[config.mk]
export PLATFORM = sky130hd
export DESIGN_NAME = scan_sync_lock
export DESIGN_NICKNAME = d
export VERILOG_FILES = /design/src/rtl/sync_lock_pkg.sv /design/src/rtl/sync_input_smp.sv /design/src/rtl/sync_hcount.sv /design/src/rtl/sync_vqual.sv /design/src/rtl/sync_vcount.sv /design/src/rtl/scan_sync_lock.sv
export SDC_FILE = /design/constraint.sdc
export NUM_CORES = 1
export LEC_CHECK = 0
export CAP_MARGIN = 20
export CELL_PAD_IN_SITES_DETAIL_PLACEMENT = 0
export CELL_PAD_IN_SITES_GLOBAL_PLACEMENT = 1
export CORE_AREA = 5 5 87 89
export CTS_CLUSTER_SIZE = 8
export DETAILED_ROUTE_END_ITERATION = 7
export DIE_AREA = 0 0 92 94
export DONT_BUFFER_PORTS = 1
export MAX_ROUTING_LAYER = met4
export PLACE_DENSITY_LB_ADDON = 0.25
export SLEW_MARGIN = 40
export SYNTH_ARGS = -nofsm -noshare
export SYNTH_HDL_FRONTEND = slang
export SYNTH_SLANG_ARGS = --single-unit
export TNS_END_PERCENT = 10
[constraint.sdc]
create_clock -name clk -period 3.45 [get_ports clk]
set_input_delay 0.5175 -clock clk [delete_from_list [all_inputs] [get_ports clk]]
set_output_delay 0.5175 -clock clk [all_outputs]
set_load 0.02 [all_outputs]
[src/rtl/sync_lock_pkg.sv]
package sync_lock_pkg;

    // widest position handled by the half-line comparison
    localparam int MAX_POS_W = 16;

    // vertical qualifier: waiting for a high sample, counting lows, event held for line start
    typedef enum logic [1:0] {
        QS_SPENT = 2'd0,
        QS_ARMED = 2'd1,
        QS_PEND  = 2'd2
    } qual_state_e;

    // registered view of the external sync pins
    typedef struct packed {
        logic hs_fall;
        logic vs_low;
    } sync_smp_t;

    // qualified vertical event handed to the line counter
    typedef struct packed {
        logic pend;
        logic odd;
    } vevent_t;

    function automatic logic in_first_half(input logic [MAX_POS_W-1:0] pos,
                                           input logic [MAX_POS_W-1:0] total);
        return pos < (total >> 1);
    endfunction

endpackage

[src/rtl/sync_input_smp.sv]
module sync_input_smp
    import sync_lock_pkg::*;
(
    input  logic      clk,
    input  logic      rst,
    input  logic      hs_in,
    input  logic      vs_in,
    output sync_smp_t smp
);
    logic hs_q;
    logic hs_qq;
    logic vs_q;

    always_ff @(posedge clk) begin
        if (rst) begin
            hs_q  <= 1'b1;
            hs_qq <= 1'b1;
            vs_q  <= 1'b1;
        end else begin
            hs_q  <= hs_in;
            hs_qq <= hs_q;
            vs_q  <= vs_in;
        end
    end

    always_comb begin
        smp.hs_fall = hs_qq & ~hs_q;
        smp.vs_low  = ~vs_q;
    end
endmodule

[src/rtl/sync_hcount.sv]
module sync_hcount #(
    parameter int H_W = 12
) (
    input  logic           clk,
    input  logic           rst,
    input  logic           hs_fall,
    input  logic [H_W-1:0] line_len,
    output logic [H_W-1:0] h_cnt,
    output logic           line_start,
    output logic           phase_rst
);
    localparam logic [H_W-1:0] H_ONE = {{(H_W-1){1'b0}}, 1'b1};

    logic wrap;

    assign wrap       = (h_cnt >= (line_len - H_ONE));
    assign line_start = hs_fall | wrap;

    always_ff @(posedge clk) begin
        if (rst) begin
            h_cnt     <= '0;
            phase_rst <= 1'b0;
        end else begin
            phase_rst <= hs_fall;
            h_cnt     <= line_start ? '0 : h_cnt + H_ONE;
        end
    end


    hs_fall_zero_chk: assert property (@(posedge clk) disable iff (rst)
        hs_fall |=> (h_cnt == '0));


    phase_at_zero_chk: assert property (@(posedge clk) disable iff (rst)
        phase_rst |-> (h_cnt == '0));
endmodule

[src/rtl/sync_vqual.sv]
module sync_vqual
    import sync_lock_pkg::*;
#(
    parameter int H_W     = 12,
    parameter int SW_W    = 8,
    parameter int LOW_RUN = 3
) (
    input  logic            clk,
    input  logic            rst,
    input  logic            vs_low,
    input  logic            line_start,
    input  logic [H_W-1:0]  h_cnt,
    input  logic [H_W-1:0]  line_len,
    input  logic [SW_W-1:0] hs_width,
    output vevent_t         ev
);
    localparam int RUN_W = (LOW_RUN > 1) ? $clog2(LOW_RUN) : 1;
    localparam logic [RUN_W-1:0] RUN_LAST = RUN_W'(LOW_RUN - 1);
    localparam logic [RUN_W-1:0] RUN_ONE  = {{(RUN_W-1){1'b0}}, 1'b1};
    localparam logic [SW_W-1:0]  S_ONE    = {{(SW_W-1){1'b0}}, 1'b1};

    logic [SW_W-1:0]  samp_cnt;
    logic [SW_W-1:0]  width_eff;
    logic             tick;
    qual_state_e      state;
    logic [RUN_W-1:0] run;
    logic             odd_q;

    assign width_eff = (hs_width == '0) ? S_ONE : hs_width;
    assign tick      = (samp_cnt >= (width_eff - S_ONE)) && !line_start;

    always_ff @(posedge clk) begin
        if (rst) begin
            samp_cnt <= '0;
            state    <= QS_SPENT;
            run      <= '0;
            odd_q    <= 1'b0;
        end else begin
            if (line_start || tick) samp_cnt <= '0;
            else                    samp_cnt <= samp_cnt + S_ONE;

            unique case (state)
                QS_SPENT: begin
                    if (tick && !vs_low) begin
                        state <= QS_ARMED;
                        run   <= '0;
                    end
                end
                QS_ARMED: begin
                    if (tick) begin
                        if (!vs_low) begin
                            run <= '0;
                        end else if (run == RUN_LAST) begin
                            state <= QS_PEND;
                            run   <= '0;
                            odd_q <= in_first_half(MAX_POS_W'(h_cnt), MAX_POS_W'(line_len));
                        end else begin
                            run <= run + RUN_ONE;
                        end
                    end
                end
                QS_PEND: begin
                    if (line_start) state <= QS_SPENT;
                end
                default: state <= QS_SPENT;
            endcase
        end
    end

    always_comb begin
        ev.pend = (state == QS_PEND);
        ev.odd  = odd_q;
    end


    qual_needs_low_chk: assert property (@(posedge clk) disable iff (rst)
        $rose(state == QS_PEND) |-> ($past(vs_low) && $past(tick)));


    pend_hold_chk: assert property (@(posedge clk) disable iff (rst)
        ((state == QS_PEND) && !line_start) |=> (state == QS_PEND));


    no_arm_on_low_chk: assert property (@(posedge clk) disable iff (rst)
        ((state == QS_SPENT) && vs_low) |=> (state == QS_SPENT));
endmodule

[src/rtl/sync_vcount.sv]
module sync_vcount #(
    parameter int V_W = 11
) (
    input  logic           clk,
    input  logic           rst,
    input  logic           line_start,
    input  logic           pend,
    input  logic           odd,
    input  logic           interlace,
    output logic [V_W-1:0] v_cnt,
    output logic           field_odd
);
    localparam logic [V_W-1:0] V_ONE = {{(V_W-1){1'b0}}, 1'b1};

    always_ff @(posedge clk) begin
        if (rst) begin
            v_cnt     <= '0;
            field_odd <= 1'b0;
        end else begin
            if (line_start) v_cnt <= pend ? '0 : v_cnt + V_ONE;
            if (!interlace)              field_odd <= 1'b0;
            else if (line_start && pend) field_odd <= odd;
        end
    end


    v_line_only_chk: assert property (@(posedge clk) disable iff (rst)
        !line_start |=> $stable(v_cnt));


    v_restart_chk: assert property (@(posedge clk) disable iff (rst)
        (line_start && pend) |=> (v_cnt == '0));


    prog_field_chk: assert property (@(posedge clk) disable iff (rst)
        !interlace |=> !field_odd);
endmodule

[src/rtl/scan_sync_lock.sv]
module scan_sync_lock
    import sync_lock_pkg::*;
#(
    parameter int H_W     = 12,
    parameter int V_W     = 11,
    parameter int SW_W    = 8,
    parameter int LOW_RUN = 3
) (
    input  logic            clk,
    input  logic            rst,
    input  logic            hs_in,
    input  logic            vs_in,
    input  logic [H_W-1:0]  cfg_line_len,
    input  logic [SW_W-1:0] cfg_hs_width,
    input  logic            cfg_interlace,
    output logic [H_W-1:0]  h_cnt,
    output logic [V_W-1:0]  v_cnt,
    output logic            field_odd,
    output logic            phase_rst
);
    sync_smp_t smp;
    vevent_t   ev;
    logic      line_start;

    sync_input_smp u_smp (
        .clk   (clk),
        .rst   (rst),
        .hs_in (hs_in),
        .vs_in (vs_in),
        .smp   (smp)
    );

    sync_hcount #(.H_W(H_W)) u_h (
        .clk        (clk),
        .rst        (rst),
        .hs_fall    (smp.hs_fall),
        .line_len   (cfg_line_len),
        .h_cnt      (h_cnt),
        .line_start (line_start),
        .phase_rst  (phase_rst)
    );

    sync_vqual #(.H_W(H_W), .SW_W(SW_W), .LOW_RUN(LOW_RUN)) u_q (
        .clk        (clk),
        .rst        (rst),
        .vs_low     (smp.vs_low),
        .line_start (line_start),
        .h_cnt      (h_cnt),
        .line_len   (cfg_line_len),
        .hs_width   (cfg_hs_width),
        .ev         (ev)
    );

    sync_vcount #(.V_W(V_W)) u_v (
        .clk        (clk),
        .rst        (rst),
        .line_start (line_start),
        .pend       (ev.pend),
        .odd        (ev.odd),
        .interlace  (cfg_interlace),
        .v_cnt      (v_cnt),
        .field_odd  (field_odd)
    );
endmodule

==> impl_metrics.json <==
{
  "drtIter0Drc": 96,
  "holdWs_ns": 0.291,
  "detailed_place_hpwl_um": 5130,
  "hold_start": "rst",
  "path_delay_family": "simple AND/OR/NAND/NOR gates",
  "start_util_pct": 40.4,
  "synth_most_common_cell": "dfxtp_1",
  "cts_setup_buffers": 0,
  "crit_required_ns": 3.67,
  "holdBufCountCts": 0,
  "drt_wl_total_um": 6440,
  "row_count": 30,
  "grt_pass1_vias": 2174,
  "yosys_warnings": 0,
  "hold_path_end": "u_v.v_cnt[7]",
  "skew_ns": 0.00649,
  "slew_viol_final": 0,
  "wl_per_cell_um": 15.1,
  "leakagePower_nw": 1.23,
  "root_buffer": "clkbuf_8",
  "ir_drop_v": 0.000227,
  "dieArea_um2": 8650,
  "synthTopCellsByCount": "dfxtp_1, nor2_1, ha_1",
  "fillers": 695,
  "grt_overflow": 0,
  "slew_headroom_pct": 62.3,
  "rsz0062_at_grt": "false",
  "diodes": 0,
  "worst_pin_slew_ns": 0.565,
  "fp.dieW_um": 92,
  "p_per_area_nw_per_um2": 303,
  "postRouteAntennaNets": 0,
  "grt_start_max_net_pins": 23,
  "r2r-end": "u_q.run[1]",
  "yosys.area.top_type": "dfxtp_1",
  "port_buffers": 0,
  "p_int_w": 0.000673,
  "wl_met2_um": 3130,
  "cap_violations": 0,
  "final_util_pct": 45.0,
  "crit_type": "primary input to flop",
  "cts_num_sinks": 41,
  "syn-cell-area_um2": 2700,
  "synth.distinct_cells": 45,
  "synth_enable_flop_cells": 0,
  "arrival_ns": 3.40,
  "fin_area_um2": 3010,
  "cts_buffer_depth": 2,
  "cts-htree-levels": 2,
  "yosysSeqAreaShare_pct": 30.4,
  "path_depth": 11,
  "met1Wirelength_um": 2910,
  "via_per_inst": 5.46,
  "status": "completed",
  "synth-main-ff-cell": "dfxtp_1",
  "io-pin-count": 50,
  "fmax_mhz": 314,
  "synth_top_cell_area_share_pct": 30.4,
  "switching_share_pct": 26.2,
  "top_layer": "met4",
  "met3_wirelength_um": 346,
  "postSynth.asyncResetShare_pct": 0,
  "finalSetupViolCount": 0,
  "antenna_found_initial": 0,
  "synth_nets": 388,
  "ff2ff_setup_slack_ns": 0.79,
  "layout-drive-gt1-share_pct": 9.80,
  "end_kind": "flop",
  "crit_fanout": 4,
  "path_cells": "nor4_1, nand2_1, nor4_1, xnor2_1, ha_1, a21o_1, a21o_1, a221o_1, a211o_1, or4_1, a21oi_1",
  "place.gp.congestion": 0.822,
  "timing.rr.start": "u_h.h_cnt[9]",
  "core_um2": 6680,
  "grt_pass1_wl_um": 10600,
  "hold_violations": 0,
  "avgSynthCellArea_um2": 8.23,
  "p_clk_share_pct": 33.2,
  "critPathMaxStageDelay_ns": 0.52,
  "combPwrFrac_pct": 12.2,
  "synthTopCellsByArea": "dfxtp_1, ha_1, xnor2_1",
  "area_delta_synth_final_pct": 11.4,
  "vias": 2332,
  "switching_power_w": 0.000239,
  "grt_usage_pct": 15.7,
  "hp-class": "primary input to flop",
  "clk_pin_slew_ns": 0.08,
  "synth_seq_cells": 41,
  "dr.pass1.iters": 4,
  "holdPathStages": 1,
  "clkLatencyLatePin_ns": 0.29,
  "period_needed_ns": 3.18,
  "seqPwrFrac_pct": 54.7,
  "cp-start-kind": "primary input",
  "numCtsBuffers": 5,
  "cts_tree": "yes",
  "drc": 0,
  "p_total_w": 0.000912,
  "slowest_stage": "or4_1",
  "finalCritPeriodShare_pct": 92.2,
  "syn_inst": 328,
  "worst-r2r-cell-count": 7,
  "placed_area_um2": 2920,
  "path_buf_inv": 0,
  "finalSetupTns_ns": 0,
  "nNetsFinal": 406,
  "die_h_um": 94
}
[cell families (layout without fill, tap and decap cells)]
logic type	Yosys count	after routing	synth area share (%)
AND/OR/NAND/NOR	130	130	24.4
AO/OA/AOI/OAI	60	60	14.7
flip-flops	41	41	30.4
adder cells (fa/ha/maj)	35	35	16.2
buffers and inverters	32	51	4.49
XOR/XNOR	30	30	9.73
[worst register-to-register path, cell delays in order (launching register included)]
cell	delay [ns]
dfxtp_1	0.58
ha_1	0.32
a21o_1	0.18
a21o_1	0.18
a221o_1	0.37
a211o_1	0.30
or4_1	0.52
a21oi_1	0.14
[power groups by stage]
| stage | clock [W] | combinational, W | sequential, W |
|---|---|---|---|
| 3_3_place_gp | 0 | 0.000110 | 0.000510 |
| 5_1_grt | 0.000342 | 0.000128 | 0.000501 |
| 2_1_floorplan | 0 | 0.0000806 | 0.000506 |
| 6_report | 0.000302 | 0.000111 | 0.000499 |
| 3_5_place_dp | 0 | 0.000110 | 0.000510 |
| 4_1_cts | 0.000323 | 0.000111 | 0.000499 |
[registers in the layout (all words and copies together), names as in the netlist]
name	cells
u_h.h_cnt	12
u_v.field_odd	1
u_smp.hs_qq	1
u_q.state	2
u_q.samp_cnt	8
u_h.phase_rst	1
u_smp.hs_q	1
u_smp.vs_q	1
u_q.run	2
u_q.odd_q	1
u_v.v_cnt	11
[cell usage in the layout (no fill, tap or decap), types with 5 or more instances in the layout]
cell	netlist	final
dfxtp_1	41	41
nor2_1	40	40
ha_1	35	35
inv_1	24	24
nand2_1	19	19
xnor2_1	18	18
buf_4	0	18
a21oi_1	17	17
nand3_1	17	17
o21ai_0	13	13
xor2_1	12	12
nor3_1	11	11
nand4_1	7	7
and3_1	5	5
nand4b_1	5	5
clkbuf_8	0	5
[worst max-delay path by stage]
stage / startpoint / end / slack (ns)
after floorplan: cfg_hs_width[3] / u_q.run[1] / 0.009
after global placement: cfg_hs_width[3] / u_q.run[1] / -0.04
after detailed placement: cfg_hs_width[3] / u_q.run[1] / -0.08
after CTS: cfg_hs_width[3] / u_q.run[1] / 0.22
after global routing: cfg_hs_width[3] / u_q.run[1] / 0.04
final: cfg_line_len[4] / u_q.run[1] / 0.27
[routing by layer]
layer	track usage, %	vias to the layer above
met5	-	-
met1	19.2	1078
met2	25.3	43
li1	-	1209
met4	4.08	0
met3	4.65	2
[area by class of cell]
class / count / area (µm²) / share of cell area [%]
inverters: 25 / 93.8 / 3.12
repair buffers: 18 / 135 / 4.49
flip-flops and latches: 41 / 821 / 27.3
well taps: 80 / 100 / 3.33
clock inverters: 3 / 17.5 / 0.582
multi-input cells: 255 / 1770 / 58.9
clock buffers: 5 / 68.8 / 2.29
[timing repair]
item | CTS | global route
gates resized for setup | 0 | 2
hold endpoints to repair | 0 | 0
endpoints found under the setup margin | 0 | 9
[through the flow]
step,setup WS (ns),instances
2_1_floorplan,0.00866,328
5_1_grt,0.0412,427
3_5_place_dp,-0.0784,419
3_3_place_gp,-0.0421,419
6_report,0.269,427
4_1_cts,0.219,427
Power figures use the tool's default switching activity.
